## src/rtl/tmr_core.sv

```systemverilog
module tmr_core #(
  parameter int PSW = 10
) (
  input  logic        clk,
  input  logic        rst_n,
  input  logic [3:0]  bus_addr,
  input  logic        bus_wr,
  input  logic        bus_rd,
  input  logic [7:0]  bus_wdata,
  output logic [7:0]  bus_rdata,
  input  logic        irq_ack,
  input  logic [2:0]  ack_idx,
  output logic        irq,
  output logic [15:0] count,
  output logic        at_top,
  output logic        at_bot
);
  localparam logic [15:0] MAXV = 16'hFFFF;

  logic [2:0]     cs;
  logic [3:0]     mode;
  logic [2:0]     ien, flg;
  logic [15:0]    cnt, cmpa, cmpb, capr, top;
  logic [7:0]     tmp;
  logic [PSW-1:0] psc;
  logic           tick, pwm, cnt_wr, ovf_set, hit_a, hit_b;
  logic [2:0]     clr_sw, clr_ack;

  always_comb begin
    case (cs)
      3'd1:    tick = 1'b1;
      3'd2:    tick = &psc[2:0];
      3'd3:    tick = &psc[5:0];
      3'd4:    tick = &psc[7:0];
      3'd5:    tick = &psc[9:0];
      default: tick = 1'b0;
    endcase
  end

  always_comb begin
    pwm = 1'b0;
    case (mode)
      4'd4:    top = cmpa;
      4'd12:   top = capr;
      4'd5:    begin top = 16'h00FF; pwm = 1'b1; end
      4'd6:    begin top = 16'h01FF; pwm = 1'b1; end
      4'd7:    begin top = 16'h03FF; pwm = 1'b1; end
      4'd14:   begin top = capr;     pwm = 1'b1; end
      4'd15:   begin top = cmpa;     pwm = 1'b1; end
      default: top = MAXV;
    endcase
  end

  assign cnt_wr  = bus_wr && bus_addr == 4'd4;
  assign at_top  = tick && !cnt_wr && cnt == top;
  assign at_bot  = tick && !cnt_wr && cnt == 16'h0;
  assign ovf_set = pwm ? at_top : (tick && !cnt_wr && cnt == MAXV);
  assign hit_a   = tick && !cnt_wr && cnt == cmpa;
  assign hit_b   = tick && !cnt_wr && cnt == cmpb;
  assign clr_sw  = (bus_wr && bus_addr == 4'd2) ? bus_wdata[2:0] : 3'b000;
  assign clr_ack = irq_ack ? (3'b001 << ack_idx) : 3'b000;
  assign irq     = |(flg & ien);
  assign count   = cnt;

  always_ff @(posedge clk or negedge rst_n) begin
    if (!rst_n) psc <= '0;
    else if (cs == 3'd0) psc <= '0;
    else psc <= psc + 1'b1;
  end

  always_ff @(posedge clk or negedge rst_n) begin
    if (!rst_n) cnt <= '0;
    else if (cnt_wr) cnt <= {tmp, bus_wdata};
    else if (tick) cnt <= (cnt == top) ? 16'h0 : cnt + 16'h1;
  end

  always_ff @(posedge clk or negedge rst_n) begin
    if (!rst_n) flg <= '0;
    else flg <= (flg & ~(clr_sw | clr_ack)) | {hit_b, hit_a, ovf_set};
  end

  always_ff @(posedge clk or negedge rst_n) begin
    if (!rst_n) begin
      cs   <= '0;
      mode <= '0;
      ien  <= '0;
      cmpa <= '0;
      cmpb <= '0;
      capr <= '0;
      tmp  <= '0;
    end else begin
      if (bus_wr) begin
        case (bus_addr)
          4'd0:                      {mode, cs} <= bus_wdata[6:0];
          4'd1:                      ien  <= bus_wdata[2:0];
          4'd6:                      cmpa <= {tmp, bus_wdata};
          4'd8:                      cmpb <= {tmp, bus_wdata};
          4'd10:                     capr <= {tmp, bus_wdata};
          4'd5, 4'd7, 4'd9, 4'd11:   tmp  <= bus_wdata;
          default: ;
        endcase
      end else if (bus_rd) begin
        case (bus_addr)
          4'd4:    tmp <= cnt[15:8];
          4'd6:    tmp <= cmpa[15:8];
          4'd8:    tmp <= cmpb[15:8];
          4'd10:   tmp <= capr[15:8];
          default: ;
        endcase
      end
    end
  end

  always_comb begin
    case (bus_addr)
      4'd0:                    bus_rdata = {1'b0, mode, cs};
      4'd1:                    bus_rdata = {5'b0, ien};
      4'd2:                    bus_rdata = {5'b0, flg};
      4'd4:                    bus_rdata = cnt[7:0];
      4'd6:                    bus_rdata = cmpa[7:0];
      4'd8:                    bus_rdata = cmpb[7:0];
      4'd10:                   bus_rdata = capr[7:0];
      4'd5, 4'd7, 4'd9, 4'd11: bus_rdata = tmp;
      default:                 bus_rdata = 8'h00;
    endcase
  end
endmodule


```

## config.mk

```make
export PLATFORM = sky130hd
export DESIGN_NAME = tmr_core
export DESIGN_NICKNAME = d
export VERILOG_FILES = /design/src/rtl/tmr_core.sv
export SDC_FILE = /design/constraint.sdc
export NUM_CORES = 1
export LEC_CHECK = 0
export BUFFER_PORTS_ARGS = -buffer_cell sky130_fd_sc_hd__buf_4
export CAP_MARGIN = 20
export CORE_ASPECT_RATIO = 2
export CORE_MARGIN = 3
export CORE_UTILIZATION = 40
export CTS_CLUSTER_DIAMETER = 50
export DETAILED_ROUTE_END_ITERATION = 6
export GPL_TIMING_DRIVEN = 0
export PLACE_DENSITY_LB_ADDON = 0.12
export SYNTH_ARGS = -nofsm -noshare
export SYNTH_HDL_FRONTEND = slang
export SYNTH_SLANG_ARGS = --single-unit
```

## constraint.sdc

```tcl
create_clock -name clk -period 5.25 [get_ports clk]
set_input_delay 0.7875 -clock clk [delete_from_list [all_inputs] [get_ports clk]]
set_output_delay 0.7875 -clock clk [all_outputs]
set_load 0.02 [all_outputs]
```

Yosys cells after proc, flatten, opt, wreduce, memory -nomap -nowiden
Index checks and enable logic that the tools add are counted.
{"block": "word_totals", "ff_bits": 95, "elab_cells": 90, "input_bits": 20, "out_inout_bits": 27}
{"block": "op_classes", "muxes": 15, "n_addsub": 2, "shifts": 1, "n_reduce_logical": 30, "n_eq_ne": 27, "bitwise": 5}
{"op": "16-bit one-hot mux with 5 select lines", "n": 1}
{"op": "8-bit one-hot mux with 8 select lines", "n": 1}
{"op": "16-bit equality test", "n": 3}
{"op": "16-bit two-way mux", "n": 3}
{"op": "4-bit by 3-bit equality test with 1-bit output, second input constant", "n": 8}
{"op": "8-bit one-hot mux with 4 select lines", "n": 1}
{"op": "4-bit equality test, second input constant", "n": 7}
{"op": "8-bit two-way mux", "n": 3}
{"op": "16-bit by 1-bit adder with 16-bit output, second input constant", "n": 1}
{"op": "16-bit equality test, second input constant", "n": 1}
{"op": "16-bit logical NOT", "n": 1}
{"op": "10-bit by 1-bit adder with 10-bit output, second input constant", "n": 1}
{"op": "10-bit two-way mux", "n": 1}
{"op": "10-bit AND reduction", "n": 1}
{"op": "2-bit AND reduction", "n": 5}
{"op": "1-bit logical AND", "n": 8}
{"op": "8-bit AND reduction", "n": 1}
{"op": "3-bit bitwise AND", "n": 2}
{"op": "3-bit by 2-bit equality test with 1-bit output, second input constant", "n": 2}
{"op": "3-bit equality test, second input constant", "n": 2}
{"op": "3-bit two-way mux", "n": 2}
{"op": "3-bit bitwise OR", "n": 2}
{"op": "3-bit AND reduction", "n": 2}
{"op": "6-bit AND reduction", "n": 1}
{"op": "17 further kinds", "n": 20}

Logic depth before layout (Yosys ltp)
Gate-level depths: netlist of run 1.
{"block": "depth", "ltp_word": 7, "depth_mapped": 10, "ltp_nobuf": 9}

Worst setup path after synthesis of run 1
OpenSTA, ideal clock, no wires.
{"block": "synth_path", "kind": "reg-to-output", "startpoint": "register mode[3]", "endpoint": "output at_top", "arrival_ps": 2336, "setup_slack_ps": 2126, "stages_incl_launch_ff": 9, "required_time_ps": 4463, "path_cell_list": "dfrtp_1 -> or3_1 -> buf_6 -> o221a_4 -> or4_4 -> o211ai_2 -> and2_4 -> nand4_1 -> nor2_1"}
{"block": "synth_between", "elab_chain_len": 5, "elab_cells_between_ends": 12}
{"item": "start, declared", "line_no": "21", "rtl": "logic [3:0] mode;"}
{"item": "start signal, assigned", "line_no": "94", "rtl": "4'd0: {mode, cs} <= bus_wdata[6:0];"}
{"item": "4-bit equality test or 4-bit by 3-bit equality test with 1-bit output (tied branches)", "line_no": "42", "rtl": "case (mode)"}
{"item": "2-bit OR reduction (no line)"}
{"item": "16-bit one-hot mux with 5 select lines *", "line_no": "42"}
{"item": "16-bit equality test *", "line_no": "55", "rtl": "assign at_top = tick && !cnt_wr && cnt == top;"}
{"item": "1-bit logical AND *", "line_no": "55"}
{"item": "end, declared", "line_no": "15", "rtl": "output logic at_top,"}
Mark *: on every way between the ends. The rest lies on a longest branch, timed or not.

Worst setup path in the final report of run 1
Ends and elaborated chain as after synthesis.

==> impl_results.html, run 1 <==
<table>
<tr><th>Metric</th><th>Value</th></tr>
<tr><th colspan="2">Clock network</th></tr>
<tr><td>Buffer count from post-CTS setup fixing</td><td>0</td></tr>
<tr><td>Clock root buffer</td><td>sky130_fd_sc_hd__clkbuf_16</td></tr>
<tr><td>Total number of clock tree sinks</td><td>95</td></tr>
<tr><td>CTS tree</td><td>yes</td></tr>
<tr><td>Clock-pin slew on the worst setup and hold paths</td><td>~0.07 ns</td></tr>
<tr><td>Maximum root-to-sink buffer count</td><td>2</td></tr>
<tr><td>Number of buffers inserted for hold repair after clock tree synthesis</td><td>0</td></tr>
<tr><td>Post-cts gate resize count</td><td>0</td></tr>
<tr><td>TritonCTS buffer count</td><td>9</td></tr>
<tr><td>Latest clock arrival within the worst-skew pair</td><td>0.36 ns</td></tr>
<tr><td>Deepest level of the CTS H-tree</td><td>3</td></tr>
<tr><th colspan="2">Drt</th></tr>
<tr><td>Drt first-iter violations</td><td>421</td></tr>
<tr><td>Drt first pass iters</td><td>7</td></tr>
<tr><td>Number of vias after detailed routing</td><td>between 5000 and 6000</td></tr>
<tr><td>Average via count per standard cell</td><td>between 6 and 7</td></tr>
<tr><td>Overall routed net length</td><td>between 20000 and 30000 um</td></tr>
<tr><td>Post-route ant nets</td><td>0</td></tr>
<tr><td>Remaining routing DRC violations</td><td>3</td></tr>
<tr><td>Average wire length per cell after detail routing</td><td>26.46 um</td></tr>
<tr><th colspan="2">Worst setup path</th></tr>
<tr><td>Depth of the most critical reg-to-reg path</td><td>9</td></tr>
<tr><td>Cells along the critical path</td><td>buf_4 -&gt; buf_2 -&gt; buf_2 -&gt; a21o_1 -&gt; o221ai_1 -&gt; a2111oi_2 -&gt; nand4_1 -&gt; nor2_1 -&gt; buf_4</td></tr>
<tr><td>Startpoint-to-endpoint class of the critical path</td><td>flip-flop to primary output</td></tr>
<tr><td>Critical Path Start Type</td><td>flip-flop</td></tr>
<tr><td>Cell type of the slowest stage on the worst timing path</td><td>sky130_fd_sc_hd__a2111oi_2</td></tr>
<tr><td>Data required time of the worst path</td><td>about 4.5 ns</td></tr>
<tr><td>Data arrival time of the worst path</td><td>between 3 and 4 ns</td></tr>
<tr><td>Worst Setup SP</td><td>mode[3]$_DFFE_PN0P_</td></tr>
<tr><td>Maximum net fanout on the critical path</td><td>10</td></tr>
<tr><td>Beginning of the worst register-to-register path</td><td>mode[3]$_DFFE_PN0P_</td></tr>
<tr><td>Register-to-register setup slack</td><td>about 1.8 ns</td></tr>
<tr><td>Largest stage delay on the critical path</td><td>slightly below 0.8 ns</td></tr>
<tr><td>Critical path capture point type</td><td>primary output</td></tr>
<tr><th colspan="2">Synthesis</th></tr>
<tr><td>Synthesized instance count</td><td>slightly below 700</td></tr>
<tr><td>Most used flip-flop cell after synthesis</td><td>sky130_fd_sc_hd__dfrtp_1</td></tr>
<tr><td>Netlist cell types</td><td>76</td></tr>
<tr><td>Area contributors post-synth</td><td>sky130_fd_sc_hd__dfrtp_1 (37%), sky130_fd_sc_hd__mux2_2 (9.6%), sky130_fd_sc_hd__xor2_1 (5.2%)</td></tr>
<tr><td>Cell with the most instances after synthesis</td><td>sky130_fd_sc_hd__dfrtp_1</td></tr>
<tr><td>Yosys warnings</td><td>0</td></tr>
<tr><td>Cell type with the highest aggregate area in the netlist</td><td>sky130_fd_sc_hd__dfrtp_1</td></tr>
<tr><td>Sequential cell area fraction in the yosys report</td><td>between 30% and 40%</td></tr>
<tr><td>Number of register bits inferred by synthesis</td><td>between 90 and 100</td></tr>
<tr><td>Cell Area, Synth</td><td>around 0.0063 sq mm</td></tr>
<tr><td>Fraction of synthesis flops using an asynchronous set or reset pin</td><td>100.0%</td></tr>
<tr><td>Number of synthesized flops with an enable pin</td><td>0</td></tr>
<tr><td>Yosys top cell area share</td><td>approximately 37%</td></tr>
<tr><td>Commonest cells post-synth</td><td>sky130_fd_sc_hd__dfrtp_1 (95), sky130_fd_sc_hd__nand2_1 (84), sky130_fd_sc_hd__mux2_2 (54)</td></tr>
<tr><td>Synthesized area per cell</td><td>9.156 sq um</td></tr>
<tr><td>Net count after synthesis</td><td>717</td></tr>
<tr><th colspan="2">Global routing</th></tr>
<tr><td>Via count of the first global-routing pass</td><td>6188</td></tr>
<tr><td>Grt ovf</td><td>0</td></tr>
<tr><td>Global-route wire length before repair</td><td>about 38000 um</td></tr>
<tr><td>Number of antenna violations at the first check in global routing</td><td>0</td></tr>
<tr><td>Total routing usage reported by global routing</td><td>a little under a third</td></tr>
<tr><td>Largest net degree at the start of global routing</td><td>64</td></tr>
<tr><th colspan="2">Power and ir drop</th></tr>
<tr><td>Share of total power in sequential cells</td><td>roughly 39%</td></tr>
<tr><td>Final Power</td><td>slightly above 3000 uW</td></tr>
<tr><td>Net switching power</td><td>roughly 1300 uW</td></tr>
<tr><td>Switching part of the total</td><td>between 40% and 50%</td></tr>
<tr><td>LEAKAGE</td><td>0.003026 uW</td></tr>
<tr><td>Design internal power</td><td>about 1800 uW</td></tr>
<tr><td>Cell area power density</td><td>around 430 mW/mm^2</td></tr>
<tr><td>Peak VDD IR</td><td>0.2474 mV</td></tr>
<tr><td>Portion of total power attributed to the clock network</td><td>22.2%</td></tr>
<tr><td>Share of total power in combinational logic</td><td>about two fifths</td></tr>
<tr><th colspan="2">Floorplan</th></tr>
<tr><td>Area of the core region</td><td>about 0.015 sq mm</td></tr>
<tr><td>Initial Util</td><td>between 40 and 50%</td></tr>
<tr><td>Die span in x</td><td>95.06 um</td></tr>
<tr><td>Vertical die dimension</td><td>between 150 and 200 um</td></tr>
<tr><td>Ports placed on the boundary</td><td>47</td></tr>
<tr><td>Std cell rows</td><td>between 60 and 70</td></tr>
<tr><td>Die area</td><td>between 0.015 and 0.02 sq mm</td></tr>
<tr><th colspan="2">STA</th></tr>
<tr><td>Worst rel slew slack</td><td>roughly 30%</td></tr>
<tr><td>Pins over their slew limit</td><td>0</td></tr>
<tr><td>Maximum operating frequency</td><td>roughly 230 MHz</td></tr>
<tr><td>Final setup violation count</td><td>0</td></tr>
<tr><td>Final period util</td><td>about 83%</td></tr>
<tr><td>Worst slack on hold paths</td><td>0.3674 ns</td></tr>
<tr><td>Final worst path period need</td><td>~4.4 ns</td></tr>
<tr><td>Count of endpoints failing hold in the final timing report</td><td>0</td></tr>
<tr><td>Final TNS setup</td><td>0 ns</td></tr>
<tr><td>Pin slew with the least headroom to its limit</td><td>1.048 ns</td></tr>
<tr><td>Final worst clock skew</td><td>about 0.013 ns</td></tr>
<tr><td>RSZ-0062 raised after global routing</td><td>no</td></tr>
<tr><th colspan="2">Hold path</th></tr>
<tr><td>Classification of the worst-slack hold path</td><td>input pin to asynchronous set/reset pin</td></tr>
<tr><th colspan="2">Final layout</th></tr>
<tr><td>Fill cells</td><td>1530</td></tr>
<tr><td>Share of layout cells above drive strength 1</td><td>roughly a fifth</td></tr>
<tr><td>Register area</td><td>~0.0024 sq mm</td></tr>
<tr><td>Syn-to-layout area delta</td><td>14.34%</td></tr>
<tr><td>Number of diodes</td><td>0</td></tr>
<tr><td>Net count reported at finish</td><td>roughly 770</td></tr>
<tr><td>Final core utilization</td><td>between 40% and 50%</td></tr>
<tr><td>Multi-input logic area</td><td>0.003626 sq mm</td></tr>
<tr><th colspan="2">Flow run</th></tr>
<tr><td>Maximum Capacitance Violations</td><td>0</td></tr>
<tr><th colspan="2">Outcome</th></tr>
<tr><td>Violations in the final reports</td><td>design-rule violations</td></tr>
<tr><td>Status</td><td>complete, but fails checks</td></tr>
<tr><th colspan="2">Placement</th></tr>
<tr><td># port buffers</td><td>43</td></tr>
<tr><td>Gp weighted congestion</td><td>between 1 and 1.5</td></tr>
<tr><td>HPWL Detailed</td><td>roughly 20000 um</td></tr>
</table>
## cells by family after synthesis
logic type                 count (synthesis)  share of synthesized area (%)
and+or+nand+nor                          240                          19.31
buffers and inverters                     77                          5.384
muxes                                     72                          13.01
DFF                                       95                          37.47
adders and majority gates                  4                         0.7888
xor gates and xnor gates                  46                          6.350
AOI/OAI and AO/OA                        159                          17.69
## area by class of cell
class | instances | area share [%]
multi-input cells | 521 | 49.98
plain buffers | 56 | 3.622
clock buffers | 11 | 3.346
flip-flops and latches | 95 | 32.77
well taps | 198 | 3.415
repair buffers | 46 | 5.002
clock inverters | 5 | 0.7761
inverters | 21 | 1.087
## stage by stage
step | instances | area, sq um | setup WS, ns
after floorplan | 693 | 6345 | 2.126
after global placement | 934 | 6915 | 1.231
after detailed placement | 935 | 6943 | 1.191
after CTS | 951 | 7242 | 0.7899
after global routing | 953 | 7254 | 0.7730
final | 953 | 7254 | 0.8804
## cells in the final DEF, fill, tap and decap left out, types with 5 or more instances in the layout
cell type | netlist | routed
sky130_fd_sc_hd__nand2_1 | 84 | 84
sky130_fd_sc_hd__a31oi_1 | 5 | 5
sky130_fd_sc_hd__and3_1 | 10 | 10
sky130_fd_sc_hd__mux2i_1 | 15 | 15
sky130_fd_sc_hd__xor2_1 | 38 | 38
sky130_fd_sc_hd__xnor2_1 | 8 | 8
sky130_fd_sc_hd__mux2_2 | 54 | 54
sky130_fd_sc_hd__nor4_1 | 15 | 15
sky130_fd_sc_hd__buf_4 | 4 | 47
sky130_fd_sc_hd__o22ai_1 | 5 | 5
sky130_fd_sc_hd__nand4_1 | 15 | 15
sky130_fd_sc_hd__dfrtp_1 | 95 | 95
sky130_fd_sc_hd__a21oi_1 | 29 | 29
sky130_fd_sc_hd__buf_1 | 6 | 6
sky130_fd_sc_hd__a211oi_1 | 19 | 19
sky130_fd_sc_hd__or3_1 | 6 | 6
sky130_fd_sc_hd__clkbuf_16 | 0 | 9
sky130_fd_sc_hd__buf_2 | 5 | 6
sky130_fd_sc_hd__nor2_1 | 37 | 37
sky130_fd_sc_hd__o21ai_0 | 42 | 42
sky130_fd_sc_hd__inv_1 | 21 | 21
sky130_fd_sc_hd__nor3_1 | 14 | 14
sky130_fd_sc_hd__nand3_1 | 22 | 22
sky130_fd_sc_hd__o311ai_0 | 7 | 7
sky130_fd_sc_hd__clkbuf_1 | 38 | 39
## worst max-delay path, delay by kind of cell (launching register included)
family / cells / cell delay, ns
AO/OA/AOI/OAI: 3 / 1.14
buffers and inverters: 4 / 1.03
flip-flops: 1 / 0.62
AND/OR/NAND/NOR: 2 / 0.42
## flip-flops by register name (all words and copies together) (netlist names)
signal and count:
mode 4, ien 3, capr 16, cmpb 16, count 16, cmpa 16
cs 3, flg 3, tmp 8, psc 10
## final timing paths
| check | to |
|---|---|
| min in group clk | psc[0]$_DFF_PN0_ |
| hold / removal | count[6]$_DFFE_PN0P_ |
| setup reg to reg | count[13]$_DFFE_PN0P_ |
| max in group asynchronous | capr[10]$_DFFE_PN0P_ |
| setup / recovery | at_top |
| hold reg to reg | psc[0]$_DFF_PN0_ |
## power groups by stage
stage	combinational (uW)	clock, uW	sequential [uW]
2_1_floorplan	800	0	1110
3_3_place_gp	1170	0	1200
3_5_place_dp	1190	0	1210
4_1_cts	1200	692	1200
5_1_grt	1310	725	1220
6_report	1210	688	1200
## metal layers
metal,track usage (%),vias up,wire length [um]
li1,-,2646,-
met1,30.70,2916,8629
met2,51.64,256,12930
met3,4.167,101,1181
met4,26.84,0,2478
met5,0,-,0
Note: power is estimated with default switching activity, not from simulation.
==> run 2: changes to the inputs <==
- ABC_AREA: unset -> 1
- clock period: 5.25 -> 4.4 ns (I/O delays scaled with it)
==> run 2 against run 1 <==
The flow now finishes without violations. Clock skew down 0.0022 ns. Combinational power up 45%. Synthesized area down 1.6%. Global-route usage down 2.5 points. First-iteration DRC count down 0.71%. Via count up 3.6%. Routed wire length down 9.9%. Final area down 1.2%. Power up 25%. Synthesized cell count up 26%. Largest power group unchanged.
==> impl_results.html, run 2 <==
<table>
<tr><th>Metric</th><th>Value</th></tr>
<tr><th colspan="2">Outcome</th></tr>
<tr><td>Status</td><td>finished, final reports clean</td></tr>
<tr><th colspan="2">Placement</th></tr>
<tr><td>Placed insts</td><td>1118 (+20%)</td></tr>
<tr><td>Placement-stage worst setup slack</td><td>1.068 ns (-0.1230 ns)</td></tr>
<tr><td># port buffers</td><td>46 (+7.0%)</td></tr>
<tr><td>HPWL Detailed</td><td>18150 um (-8.1%)</td></tr>
<tr><td>Gp weighted congestion</td><td>0.9958 (-3.3%)</td></tr>
<tr><th colspan="2">Floorplan</th></tr>
<tr><td>Std cell rows</td><td>64 (unchanged)</td></tr>
<tr><td>Area of the core region</td><td>0.01529 sq mm (-1.0%)</td></tr>
<tr><td>Initial Util</td><td>40.81% (-0.24 points)</td></tr>
<tr><td>Die area</td><td>0.01723 sq mm (-1.5%)</td></tr>
<tr><td>Ports placed on the boundary</td><td>47 (unchanged)</td></tr>
<tr><td>Die span in x</td><td>94.34 um (-0.76%)</td></tr>
<tr><td>Vertical die dimension</td><td>182.7 um (-0.78%)</td></tr>
<tr><th colspan="2">Drt</th></tr>
<tr><td>Average wire length per cell after detail routing</td><td>20.05 um (-24%)</td></tr>
<tr><td>Remaining routing DRC violations</td><td>0 (-3)</td></tr>
<tr><td>Length of routed met2 wiring</td><td>11800 um (-8.8%)</td></tr>
<tr><td>Length of routed met3 wiring</td><td>809 um (-31%)</td></tr>
<tr><td>Number of vias after detailed routing</td><td>6132 (+3.6%)</td></tr>
<tr><td>M1 wire length</td><td>8237 um (-4.5%)</td></tr>
<tr><td>Drt first pass iters</td><td>6 (-1)</td></tr>
<tr><td>Overall routed net length</td><td>22720 um (-9.9%)</td></tr>
<tr><td>Average via count per standard cell</td><td>5.412 (-13%)</td></tr>
<tr><td>Max Used Layer</td><td>met4</td></tr>
<tr><td>Post-route ant nets</td><td>0 (unchanged)</td></tr>
<tr><td>Drt first-iter violations</td><td>418 (-0.71%)</td></tr>
<tr><th colspan="2">Power and ir drop</th></tr>
<tr><td>Design internal power</td><td>2115 uW (+17%)</td></tr>
<tr><td>Peak VDD IR</td><td>0.2274 mV (-8.1%)</td></tr>
<tr><td>LEAKAGE</td><td>0.003347 uW (+11%)</td></tr>
<tr><td>Portion of total power attributed to the clock network</td><td>20.9% (-1.3 points)</td></tr>
<tr><td>Cell area power density</td><td>541.1 mW/mm^2 (+27%)</td></tr>
<tr><td>Switching part of the total</td><td>45.45% (+3.6 points)</td></tr>
<tr><td>Net switching power</td><td>1762 uW (+36%)</td></tr>
<tr><td>Share of total power in combinational logic</td><td>45.2% (+6.1 points)</td></tr>
<tr><td>Share of total power in sequential cells</td><td>33.9% (-4.9 points)</td></tr>
<tr><th colspan="2">Global routing</th></tr>
<tr><td>Number of antenna violations at the first check in global routing</td><td>0 (unchanged)</td></tr>
<tr><td>Total routing usage reported by global routing</td><td>27.52% (-2.5 points)</td></tr>
<tr><td>Largest net degree at the start of global routing</td><td>51 (-20%)</td></tr>
<tr><td>Global-route wire length before repair</td><td>34900 um (-7.5%)</td></tr>
<tr><td>Grt ovf</td><td>0 (unchanged)</td></tr>
<tr><td>Via count of the first global-routing pass</td><td>6134 (-0.87%)</td></tr>
<tr><th colspan="2">Final layout</th></tr>
<tr><td>Leading cell type in the layout, fill and taps excluded</td><td>sky130_fd_sc_hd__nand2_1</td></tr>
<tr><td>Fin cells</td><td>1133 (+19%)</td></tr>
<tr><td>Most used cells in the layout excluding fill and tap cells</td><td>sky130_fd_sc_hd__nand2_1 (238), sky130_fd_sc_hd__inv_1 (98), sky130_fd_sc_hd__dfrtp_1 (95)</td></tr>
<tr><td>Fill cells</td><td>1636 (+6.9%)</td></tr>
<tr><td>Net count reported at finish</td><td>955 (+23%)</td></tr>
<tr><td>Share of layout cells above drive strength 1</td><td>14.76% (-5.6 points)</td></tr>
<tr><td>Syn-to-layout area delta</td><td>14.77%</td></tr>
<tr><td>Number of diodes</td><td>0 (unchanged)</td></tr>
<tr><th colspan="2">Hold path</th></tr>
<tr><td>Classification of the worst-slack hold path</td><td>input pin to asynchronous set/reset pin</td></tr>
<tr><th colspan="2">Worst setup path</th></tr>
<tr><td>Maximum net fanout on the critical path</td><td>9 (-1)</td></tr>
<tr><td>Depth of the most critical reg-to-reg path</td><td>9 (unchanged)</td></tr>
<tr><td>Startpoint-to-endpoint class of the critical path</td><td>flip-flop to primary output</td></tr>
<tr><td>Critical Path Start Type</td><td>flip-flop</td></tr>
<tr><td>Critical path capture point type</td><td>primary output</td></tr>
<tr><td>Data arrival time of the worst path</td><td>2.88 ns (-0.70 ns)</td></tr>
<tr><td>Data required time of the worst path</td><td>3.74 ns (-0.72 ns)</td></tr>
<tr><th colspan="2">Clock network</th></tr>
<tr><td>Buffer count from post-CTS setup fixing</td><td>0 (unchanged)</td></tr>
<tr><td>CTS tree</td><td>yes</td></tr>
<tr><td>Number of buffers inserted for hold repair after clock tree synthesis</td><td>0 (unchanged)</td></tr>
<tr><td>Clock-pin slew on the worst setup and hold paths</td><td>0.07 ns (about the same)</td></tr>
<tr><td>TritonCTS buffer count</td><td>9 (unchanged)</td></tr>
<tr><td>Total number of clock tree sinks</td><td>95 (unchanged)</td></tr>
<tr><td>Deepest level of the CTS H-tree</td><td>3 (unchanged)</td></tr>
<tr><td>Maximum root-to-sink buffer count</td><td>2 (unchanged)</td></tr>
<tr><td>Post-cts gate resize count</td><td>0 (unchanged)</td></tr>
<tr><td>Latest clock arrival within the worst-skew pair</td><td>0.36 ns (about the same)</td></tr>
<tr><td>Clock root buffer</td><td>sky130_fd_sc_hd__clkbuf_16</td></tr>
<tr><th colspan="2">Synthesis</th></tr>
<tr><td>Area contributors post-synth</td><td>sky130_fd_sc_hd__dfrtp_1 (38%), sky130_fd_sc_hd__nand2_1 (14%), sky130_fd_sc_hd__o21ai_0 (6.5%)</td></tr>
<tr><td>Synthesized instance count</td><td>872 (+26%)</td></tr>
<tr><td>Cell type with the highest aggregate area in the netlist</td><td>sky130_fd_sc_hd__dfrtp_1</td></tr>
<tr><td>Net count after synthesis</td><td>896 (+25%)</td></tr>
<tr><td>Fraction of synthesis flops using an asynchronous set or reset pin</td><td>100.0% (unchanged)</td></tr>
<tr><td>Cell Area, Synth</td><td>0.006242 sq mm (-1.6%)</td></tr>
<tr><td>Number of register bits inferred by synthesis</td><td>95 (unchanged)</td></tr>
<tr><td>Sequential cell area fraction in the yosys report</td><td>38.08% (+0.62 points)</td></tr>
<tr><td>Commonest cells post-synth</td><td>sky130_fd_sc_hd__nand2_1 (238), sky130_fd_sc_hd__inv_1 (98), sky130_fd_sc_hd__dfrtp_1 (95)</td></tr>
<tr><td>Netlist cell types</td><td>41 (-46%)</td></tr>
<tr><td>Yosys warnings</td><td>0 (unchanged)</td></tr>
<tr><td>Most used flip-flop cell after synthesis</td><td>sky130_fd_sc_hd__dfrtp_1</td></tr>
<tr><td>Number of synthesized flops with an enable pin</td><td>0 (unchanged)</td></tr>
<tr><td>Synthesized area per cell</td><td>7.159 sq um (-22%)</td></tr>
<tr><td>Yosys top cell area share</td><td>38.08% (+0.62 points)</td></tr>
<tr><td>Cell with the most instances after synthesis</td><td>sky130_fd_sc_hd__nand2_1</td></tr>
<tr><th colspan="2">STA</th></tr>
<tr><td>Maximum operating frequency</td><td>around 280 MHz</td></tr>
<tr><td>Pins over their slew limit</td><td>0 (unchanged)</td></tr>
<tr><td>Final worst path period need</td><td>around 3.5 ns</td></tr>
<tr><td>Final period util</td><td>80.42%</td></tr>
<tr><td>Smallest setup slack after layout</td><td>0.8617 ns (-0.01871 ns)</td></tr>
<tr><td>Worst rel slew slack</td><td>49.25% (+20 points)</td></tr>
<tr><td>Pin slew with the least headroom to its limit</td><td>0.7612 ns (-0.2871 ns)</td></tr>
<tr><td>Final worst clock skew</td><td>0.01127 ns (-0.002200 ns)</td></tr>
<tr><td>Final setup violation count</td><td>0 (unchanged)</td></tr>
<tr><td>RSZ-0062 raised after global routing</td><td>no</td></tr>
<tr><td>Final TNS setup</td><td>0 ns (unchanged)</td></tr>
<tr><td>Count of endpoints failing hold in the final timing report</td><td>0 (unchanged)</td></tr>
<tr><th colspan="2">Flow run</th></tr>
<tr><td>Maximum Capacitance Violations</td><td>0 (unchanged)</td></tr>
</table>
## run 2: cell count changes after synthesis, sizes merged, moves of 25 or more
cell   previous run  this run
inv              21       110
xor2             38        13
nor2             37        85
mux2             54         0
nand3            22        63
o21ai            50        82
nand2            84       258
## run 2: cell families (layout without fill, tap and decap cells)
kind of cell	Yosys count	count (layout)	share of synthesized area [%]
xor+xnor	31	31	4.350
buf+inv	147	210	9.561
compound gates	146	146	13.63
flops	95	95	38.08
fa+ha+maj	4	4	0.8018
simple gates	449	449	33.57
## run 2: through the flow
step	total power [uW]	hold slack [ns]	cell area [sq um]	utilization (%)
after floorplan	2437	0.3644	6242	-
after global placement	3051	0.4578	6835	44.69
after detailed placement	3064	0.4594	6870	44.92
after CTS	3876	0.3851	7164	46.84
after global routing	4128	0.4049	7164	46.84
final	3877	0.3548	7164	46.84
## run 2: power by group through the flow
stage | clock network [uW] | registers [uW] | logic (uW)
after global placement | 0 | 1320 | 1730
after global routing | 847 | 1350 | 1940
after floorplan | 0 | 1330 | 1110
after detailed placement | 0 | 1330 | 1740
final | 809 | 1320 | 1750
after CTS | 819 | 1310 | 1740
## run 2: final cells by class
type	instances	area (sq um)	area share, %
multi-input cells	630	3268	45.62
flip-flops and latches	95	2377	33.18
inverters	112	420.4	5.868
repair buffers	48	380.4	5.309
well taps	198	247.7	3.458
clock buffers	9	225.2	3.144
plain buffers	35	176.4	2.462
clock inverters	6	68.82	0.9605
## run 2: worst paths after layout
check / start / end / slack (ns)
hold reg to reg: psc[0]$_DFF_PN0_ / psc[0]$_DFF_PN0_ / 0.47
min in group clk: psc[0]$_DFF_PN0_ / psc[0]$_DFF_PN0_ / 0.47
hold / removal: rst_n / count[6]$_DFFE_PN0P_ / 0.35
setup reg to reg: count[4]$_DFFE_PN0P_ / flg[0]$_DFF_PN0_ / 1.94
max in group asynchronous: rst_n / capr[1]$_DFFE_PN0P_ / 3.34
setup / recovery: psc[0]$_DFF_PN0_ / at_bot / 0.86
## run 2: critical path, cell delays in order (launching register included)
cell,delay (ns)
sky130_fd_sc_hd__dfrtp_1,0.37
sky130_fd_sc_hd__ha_1,0.18
sky130_fd_sc_hd__nand3_1,0.12
sky130_fd_sc_hd__nor2_1,0.17
sky130_fd_sc_hd__nand2_1,0.10
sky130_fd_sc_hd__nor2_1,0.14
sky130_fd_sc_hd__nand2_1,0.11
sky130_fd_sc_hd__o21ai_1,0.12
sky130_fd_sc_hd__nand2_1,0.14
sky130_fd_sc_hd__nor2_2,0.24
sky130_fd_sc_hd__clkinv_1,0.33
sky130_fd_sc_hd__nor4_1,0.29
sky130_fd_sc_hd__buf_4,0.20
## run 2: layer usage
layer / GRT usage, % / up-vias
met3: 2.640 / 74
met1: 30.04 / 2892
li1: - / 2966
met2: 47.86 / 200
met5: 0 / -
met4: 20.72 / 0
